$ cat config.mk
export PLATFORM = sky130hd
export DESIGN_NAME = gpio_wo_port
export DESIGN_NICKNAME = d
export VERILOG_FILES = /design/src/rtl/gpio_wo_pkg.sv /design/src/rtl/gpio_wo_decode.sv /design/src/rtl/gpio_wo_core.sv /design/src/rtl/gpio_wo_port.sv
export SDC_FILE = /design/constraint.sdc
export NUM_CORES = 1
export LEC_CHECK = 0
export ABC_AREA = 1
export BUFFER_PORTS_ARGS = -buffer_cell sky130_fd_sc_hd__buf_2
export CAP_MARGIN = 20
export CORE_ASPECT_RATIO = 0.6
export CORE_UTILIZATION = 30
export DETAILED_ROUTE_END_ITERATION = 7
export HOLD_SLACK_MARGIN = 0.02
export PLACE_DENSITY = 0.56
export SLEW_MARGIN = 20
export SYNTH_ARGS = -nofsm -noshare
export SYNTH_HDL_FRONTEND = slang
export SYNTH_SLANG_ARGS = --single-unit
$ cat constraint.sdc
create_clock -name clk -period 1.75 [get_ports clk]
set_input_delay 0.175 -clock clk [delete_from_list [all_inputs] [get_ports clk]]
set_output_delay 0.175 -clock clk [all_outputs]
set_load 0.1 [all_outputs]
$ cat src/rtl/gpio_wo_pkg.sv
package gpio_wo_pkg;
  localparam int MAX_PINS = 8;
  localparam int REG_W    = 32;
  localparam int HALF_W   = REG_W / 2;

  typedef struct packed {
    logic [MAX_PINS-1:0] setLat;
    logic [MAX_PINS-1:0] clrLat;
    logic [MAX_PINS-1:0] drvOn;
    logic [MAX_PINS-1:0] drvOff;
  } pinCmd_t;
endpackage

$ cat src/rtl/gpio_wo_decode.sv
module gpio_wo_decode
  import gpio_wo_pkg::*;
#(
  parameter int NUM_PINS = 8
) (
  input  logic             wrEn,
  input  logic [REG_W-1:0] wrData,
  output pinCmd_t          cmd
);
  for (genvar n = 0; n < MAX_PINS; n++) begin : g_pin
    if (n < NUM_PINS) begin : g_used
      assign cmd.clrLat[n] = wrEn & wrData[2*n];
      assign cmd.setLat[n] = wrEn & wrData[2*n+1];
      assign cmd.drvOn[n]  = wrEn & wrData[HALF_W+2*n];
      assign cmd.drvOff[n] = wrEn & wrData[HALF_W+2*n+1];
    end else begin : g_unused
      assign cmd.clrLat[n] = 1'b0;
      assign cmd.setLat[n] = 1'b0;
      assign cmd.drvOn[n]  = 1'b0;
      assign cmd.drvOff[n] = 1'b0;
    end
  end
endmodule

$ cat src/rtl/gpio_wo_core.sv
module gpio_wo_core
  import gpio_wo_pkg::*;
#(
  parameter int NUM_PINS    = 8,
  parameter int SYNC_STAGES = 2
) (
  input  logic                clk,
  input  logic                rstN,
  input  pinCmd_t             cmd,
  input  logic [NUM_PINS-1:0] pinIn,
  output logic [NUM_PINS-1:0] pinOut,
  output logic [NUM_PINS-1:0] pinOe,
  output logic [REG_W-1:0]    rdData
);
  logic [NUM_PINS-1:0] latchQ, oeQ;
  logic [NUM_PINS-1:0] syncQ [SYNC_STAGES];

  always_ff @(posedge clk or negedge rstN) begin
    if (!rstN) begin
      latchQ <= '0;
      oeQ    <= '0;
    end else begin
      for (int n = 0; n < NUM_PINS; n++) begin
        if (cmd.clrLat[n])      latchQ[n] <= 1'b0;
        else if (cmd.setLat[n]) latchQ[n] <= 1'b1;
        if (cmd.drvOff[n])      oeQ[n] <= 1'b0;
        else if (cmd.drvOn[n])  oeQ[n] <= 1'b1;
      end
    end
  end

  for (genvar s = 0; s < SYNC_STAGES; s++) begin : g_sync
    always_ff @(posedge clk or negedge rstN) begin
      if (!rstN)       syncQ[s] <= '0;
      else if (s == 0) syncQ[s] <= pinIn;
      else             syncQ[s] <= syncQ[(s == 0) ? 0 : s-1];
    end
  end

  always_comb begin
    rdData = '0;
    for (int n = 0; n < NUM_PINS; n++) begin
      rdData[2*n]          = oeQ[n] & latchQ[n];
      rdData[2*n+1]        = ~oeQ[n] & syncQ[SYNC_STAGES-1][n];
      rdData[HALF_W+2*n]   = oeQ[n];
    end
  end

  assign pinOut = latchQ;
  assign pinOe  = oeQ;

  for (genvar n = 0; n < NUM_PINS; n++) begin : g_chk
    a_r2_set_latch: assert property (@(posedge clk) disable iff (!rstN)
      cmd.setLat[n] && !cmd.clrLat[n] |=> pinOut[n]);
    a_r3_clear_wins: assert property (@(posedge clk) disable iff (!rstN)
      cmd.clrLat[n] |=> !pinOut[n]);
    a_r4_off_wins: assert property (@(posedge clk) disable iff (!rstN)
      cmd.drvOff[n] |=> !pinOe[n]);
    a_r4_on: assert property (@(posedge clk) disable iff (!rstN)
      cmd.drvOn[n] && !cmd.drvOff[n] |=> pinOe[n]);
    a_r5_hold: assert property (@(posedge clk) disable iff (!rstN)
      !cmd.setLat[n] && !cmd.clrLat[n] && !cmd.drvOn[n] && !cmd.drvOff[n]
      |=> $stable(pinOut[n]) && $stable(pinOe[n]));
  end
endmodule

$ cat src/rtl/gpio_wo_port.sv
module gpio_wo_port
  import gpio_wo_pkg::*;
#(
  parameter int NUM_PINS    = 8,
  parameter int SYNC_STAGES = 2
) (
  input  logic                clk,
  input  logic                rstN,
  input  logic                wrEn,
  input  logic [31:0]         wrData,
  output logic [31:0]         rdData,
  input  logic [NUM_PINS-1:0] pinIn,
  output logic [NUM_PINS-1:0] pinOut,
  output logic [NUM_PINS-1:0] pinOe
);
  pinCmd_t cmd;

  gpio_wo_decode #(.NUM_PINS(NUM_PINS)) u_decode (
    .wrEn(wrEn), .wrData(wrData), .cmd(cmd)
  );

  gpio_wo_core #(.NUM_PINS(NUM_PINS), .SYNC_STAGES(SYNC_STAGES)) u_core (
    .clk(clk), .rstN(rstN), .cmd(cmd), .pinIn(pinIn),
    .pinOut(pinOut), .pinOe(pinOe), .rdData(rdData)
  );

  for (genvar n = 0; n < NUM_PINS; n++) begin : g_rdchk
    a_r7_latch_only_when_driving: assert property (@(posedge clk) disable iff (!rstN)
      rdData[2*n] |-> pinOe[n] && pinOut[n]);
    a_r8_input_only_when_released: assert property (@(posedge clk) disable iff (!rstN)
      rdData[2*n+1] |-> !pinOe[n]);
  end
endmodule

==> flow_summary_export.csv, run 1 <==
group,metric,value,unit
sta,tightest_slew,718,ps
die,rows,19,
yosys,synth_cells,180,
worst_setup_path,start_kind,"flop",
sta,tns,0,ps
placed_design,hpwl,2090,um
die,die_y,55.6,um
power,p_per_area,1250,nW/um2
global_route,grt_antenna_before_repair,0,
global_route,grt_max_degree,33,
final_layout,num-fill-cells,479,
clock_network,cts_buffers,5,
final_layout,layout.nets,309,
yosys,ys_seq_area_share,55.8,%
detailed_routing,wl,2890,um
placed_design,routabilityCongestion,0.677,
final_layout,antenna_cells,0,
yosys,post-synth-top-count-cell,"nand2_1",
yosys,synth-async-reset-ratio,100,%
worst_setup_path,crit_type,"reg -> out",
detailed_routing,num_vias,1177,
worst_hold_path,hold_class,"in -> reg",
worst_setup_path,crit_path_end_kind,"output pin",
final_layout,post-route-util,45.1,%
worst_setup_path,crit_slowest_cell,"dfrtp_2",
worst_setup_path,cp_max_fo,5,
sta,max_slew_margin,52.1,%
run,cap_violations,0,
clock_network,tritoncts,"yes",
clock_network,clk_pin_slew,60,ps
power,ir_worst_vdd,672,uV
global_route,overflow,0,
sta,min_period,1410,ps
yosys,synth_cell_types,7,
die,core,4590,um2
final_layout,final_area,2070,um2
yosys,synth_area,1440,um2
yosys,synth_seq_cells,32,
placed_design,portBuffers,82,
sta,clock.fmax,0.708,GHz
placed_design,dpl_cell_area,1880,um2
clock_network,post_cts_buffers,0,
clock_network,clk_path_buf_depth,2,
die,die-area,5070,um2
yosys,synth_edf_count,0,
clock_network,cts_root_buf,"clkbuf_8",
yosys,synth_area_per_cell,7.97,um2
clock_network,cts_htree_levels,2,
sta,maxSlewViolCount,0,
die,die_w,91.3,um
global_route,first_global_vias,1035,
yosys,synthTopCellsByArea,"dfrtp_1 (56%), nand2_1 (19%), inv_1 (13%), buf_4 (8.9%), nor2_1 (2.1%)",
sta,finalHoldWorstSlack,129,ps
yosys,yosysWarnings,0,
sta,setup_viol,0,
global_route,track_usage,12.1,%
sta,fin_skew,0.423,ps
sta,hold_violations,0,
outcome,status,"finished, final reports clean",
yosys,synth_common_cells,"nand2_1 (72), inv_1 (48), dfrtp_1 (32), buf_4 (17), nor2_1 (8)",
sta,rsz0062_at_grt,"false",
detailed_routing,routedWlPerCell,8.77,um
final_layout,drive_gt1_share,42.5,%
yosys,synth_top_area_share,55.8,%
yosys,yosysTopAreaCell,"dfrtp_1",
sta,min_period_over_period,80.7,%
detailed_routing,ant_nets,0,
clock_network,clock_sinks,32,
detailed_routing,first_pass_iters,6,
final_layout,syn2layout_area_growth,44.0,%
yosys,synth_ff_type,"dfrtp_1",
clock_network,cts-resized-gates,0,
worst_setup_path,crit_path_cell_trace,"nor2_4 > buf_2",
power,power,2.58,mW
detailed_routing,drtIter0Drc,20,
power,p_leak,1.31,nW
clock_network,clock_latency,270,ps
global_route,grt_pass1_wl,4670,um
worst_setup_path,crit_path_max_incr_delay,450,ps
clock_network,postCtsHoldBufs,9,
die,initial_core_util,31.3,%
detailed_routing,drc_errors,0,
worst_setup_path,critPathArrivalTime,1240,ps
die,io_pins,91,
detailed_routing,routed_via_density,3.58,
worst_setup_path,crit_required,1570,ps
through the flow:
stage,worst slack (ps),std cells
3_5_place_dp,625,313
6_report,337,329
3_3_place_gp,642,313
5_1_grt,275,329
2_1_floorplan,160,187
4_1_cts,314,329
registers in the layout, summed over array words and instances, names as in the netlist:
name	cells
u_core.pinOe	8
u_core.pinOut	8
u_core.syncQ	16
kinds of logic after synthesis:
group,count (synthesis),share of synthesized area [%]
buffers and inverters,67,23.0
other,1,0.261
flip-flops,32,55.8
AND/OR/NAND/NOR,80,20.9
cells in the final DEF (no fill, tap or decap):
cell,count
dfrtp_1,16
nand2_1,72
dlygate4sd3_1,9
buf_2,82
clkbuf_8,7
nor2_4,8
inv_1,48
dfrtp_2,16
conb_1,8
worst max-delay path: cells and delay by family, from the launching register on:
kind                   cells  cell delay (ps)
DFF                        1              450
and+or+nand+nor            1              100
buffers and inverters      1              420
area by class of cell:
class / count / area [um2] / area share [%]
repair buffers: 91 / 500 / 24.2
clock buffers: 7 / 96.3 / 4.66
flip-flops and latches: 32 / 821 / 39.7
multi-input cells: 88 / 390 / 18.9
well taps: 63 / 78.8 / 3.81
inverters: 48 / 180 / 8.72
report_power, final:
| part | internal (mW) | switching, mW |
|---|---|---|
| sequential | 0.809 | 0.0557 |
| clock | 0.350 | 0.245 |
| combinational | 0.166 | 0.955 |
metal layers:
metal,part of all wire (%),track usage [%],vias to the layer above
li1,-,-,636
met1,50,15.2,485
met2,39,17.5,54
met3,10,6.28,2
met4,0.31,4.76,0
met5,0,0,-
path summary, 6_finish.rpt:
| path | startpoint | endpoint | slack, ps | cells after the start |
|---|---|---|---|---|
| hold reg to reg | u_core.syncQ[15] | u_core.syncQ[7] | 350 | 0 |
| max in group asynchronous | rstN | u_core.pinOe[3] | 750 | 2 |
| setup / recovery | u_core.pinOe[3] | rdData[7] | 340 | 2 |
| setup reg to reg | u_core.pinOe[5] | u_core.pinOe[5] | 1000 | 4 |
| min in group asynchronous | rstN | u_core.syncQ[7] | 490 | 2 |
| hold / removal | wrData[6] | u_core.pinOut[3] | 130 | 4 |
Note: power is estimated with default switching activity, not from simulation.
==> inputs of run 2 (changes only) <==
Clock period 1.75 ns to 1.3 ns, I/O delays scaled along.
==> run 2 against run 1 <==
  * Via count increased by 11%
  * Sequential share of layout area decreased by 8.8 points
  * Core utilization increased by 16 points
  * Die area unchanged
  * Flip-flop and latch count unchanged
  * Cell count increased by 5.2%
  * Clock skew increased by 1.3 ps
  * First-iteration DRC count decreased by 5.0%
  * Worst setup slack got worse by 300 ps
==> flow_summary_export.csv, run 2 (synthesis gave the netlist of run 1 again) <==
group,metric,value,unit
outcome,status,"finished, final reports clean",
die,initial_core_util,31.3,%
run,cap_violations,0,
global_route,grt_pass1_wl,5350,um
global_route,grt_antenna_before_repair,0,
final_layout,multiInputGateArea,425,um2
sta,setup_viol,0,
sta,finalHoldWorstSlack,79.5,ps
clock_network,cts_htree_levels,2,
placed_design,portBuffers,82,
sta,fin_skew,1.72,ps
final_layout,num-fill-cells,403,
final_layout,fin_cells,346,
sta,hold_violations,0,
clock_network,clk_pin_slew,60,ps
clock_network,clock_sinks,32,
die,die_y,55.6,um
worst_setup_path,crit_type,"reg -> out",
power,pwr-share-clk,19.0,%
clock_network,clk_path_buf_depth,2,
final_layout,regMostFlops,"u_core.syncQ",
sta,min_period_over_period,97.0,%
global_route,overflow,0,
worst_setup_path,start_kind,"flop",
die,io_pins,91,
power,switching_share,45.3,%
final_layout,layout_common_cells,"nand2_1 (64), buf_2 (47), inv_1 (40), buf_12 (33)",
sta,clock.fmax,0.793,GHz
die,rows,19,
placed_design,hpwl,2490,um
clock_network,tritoncts,"yes",
global_route,met1_usage,18.4,%
final_layout,largest_reg_flops,16,
placed_design,routabilityCongestion,0.670,
detailed_routing,wl,3320,um
placed_design,place_inst,315,
final_layout,layout.nets,325,
final_layout,post-route-util,60.7,%
final_layout,regArea,861,um2
global_route,first_global_vias,1125,
power,power,4.01,mW
worst_setup_path,crit_path_max_incr_delay,510,ps
sta,maxSlewViolCount,0,
worst_setup_path,crit_required,1170,ps
detailed_routing,num_vias,1304,
detailed_routing,ant_nets,0,
worst_hold_path,hold_class,"in -> reg",
power,p_sw,1.81,mW
clock_network,clock_latency,270,ps
detailed_routing,first_pass_iters,3,
power,p_seq_share,30.2,%
clock_network,cts_root_buf,"clkbuf_8",
final_layout,syn2layout_area_growth,94.2,%
global_route,use_met3,6.56,%
die,die_w,91.3,um
power,ir_worst_vdd,725,uV
worst_setup_path,critPathTopFamily,"flip-flops",
worst_setup_path,critPathArrivalTime,1130,ps
detailed_routing,routedWlPerCell,9.60,um
detailed_routing,routed_via_density,3.77,
power,comb_power_share,50.9,%
global_route,grt_max_degree,19,
sta,min_period,1260,ps
clock_network,cts_buffers,5,
worst_setup_path,crit_slowest_cell,"dfrtp_4",
final_layout,final_common_cell,"nand2_1",
power,p_leak,1.49,nW
global_route,busiest_layer,"met2",
worst_setup_path,cp_max_fo,4,
worst_setup_path,worst-path-buf-inv,2,
global_route,grt.met2_usage,19.8,%
worst_setup_path,crit_path_cell_trace,"nand2_2 > clkinvlp_4 > buf_12",
worst_setup_path,crit_path_end_kind,"output pin",
die,core,4590,um2
detailed_routing,drc_errors,0,
sta,tns,0,ps
die,die-area,5070,um2
power,internal-power,2.19,mW
detailed_routing,drtIter0Drc,19,
power,p_per_area,1440,nW/um2
global_route,track_usage,13.9,%
final_layout,drive_gt1_share,50.9,%
final_layout,antenna_cells,0,
## run 2: cell types whose count changed in the layout (fill, tap and decap cells not counted), sizes merged
cell      delta
buf         +13
clkbuf       +4
clkinvlp     +8
inv          -8
## run 2: stage by stage
stage	instance area (um2)	setup WS (ps)
floorplan	1630	6.86
global placement	2480	299
detailed placement	2480	288
CTS	2760	17.8
global route	2790	-1.59
finish	2790	38.5
## run 2: routing by layer
metal  share of wire (%)  wire, um  vias to the layer above
met1                  47      1560                      569
met5                   0         0                        -
met4                0.78        26                        0
met2                  42      1400                       57
li1                    -         -                      673
met3                  10       331                        5
## run 2: path summary, 6_finish.rpt
check	depth (start not counted)	start	slack (ps)	to
setup / recovery	3	u_core.pinOe[2]	40	rdData[4]
hold / removal	4	wrData[10]	80	u_core.pinOut[5]
setup reg to reg	5	u_core.pinOe[0]	320	u_core.pinOe[0]
hold reg to reg	0	u_core.syncQ[15]	350	u_core.syncQ[7]
max in group asynchronous	3	rstN	410	u_core.pinOut[3]
min in group asynchronous	2	rstN	330	u_core.pinOe[3]
## run 2: power groups by stage
| stage | sequential, mW | clock, mW | combinational (mW) |
|---|---|---|---|
| floorplan | 1.64 | 0 | 0.927 |
| global placement | 1.26 | 0 | 1.89 |
| detailed placement | 1.26 | 0 | 1.90 |
| CTS | 1.20 | 0.794 | 2.04 |
| global route | 1.22 | 0.832 | 2.11 |
| finish | 1.21 | 0.761 | 2.04 |
## run 2: final cells by class
| class | instances | area share (%) |
|---|---|---|
| flip-flops and latches | 32 | 30.9 |
| repair buffers | 107 | 40.2 |
| clock buffers | 8 | 3.23 |
| well taps | 63 | 2.83 |
| multi-input cells | 88 | 15.3 |
| inverters | 48 | 7.54 |
## run 2: repair_timing
item	in CTS	in global routing
resized for setup	0	6
setup buffers	14	0
hold endpoints to repair	25	0
endpoints found under the setup margin	8	3
hold buffers	9	0
## run 2: tightest hold or removal path, delay by kind of cell
kind                   cells  cell delay [ps]
buffers and inverters      2              100
AND/OR/NAND/NOR            2               90
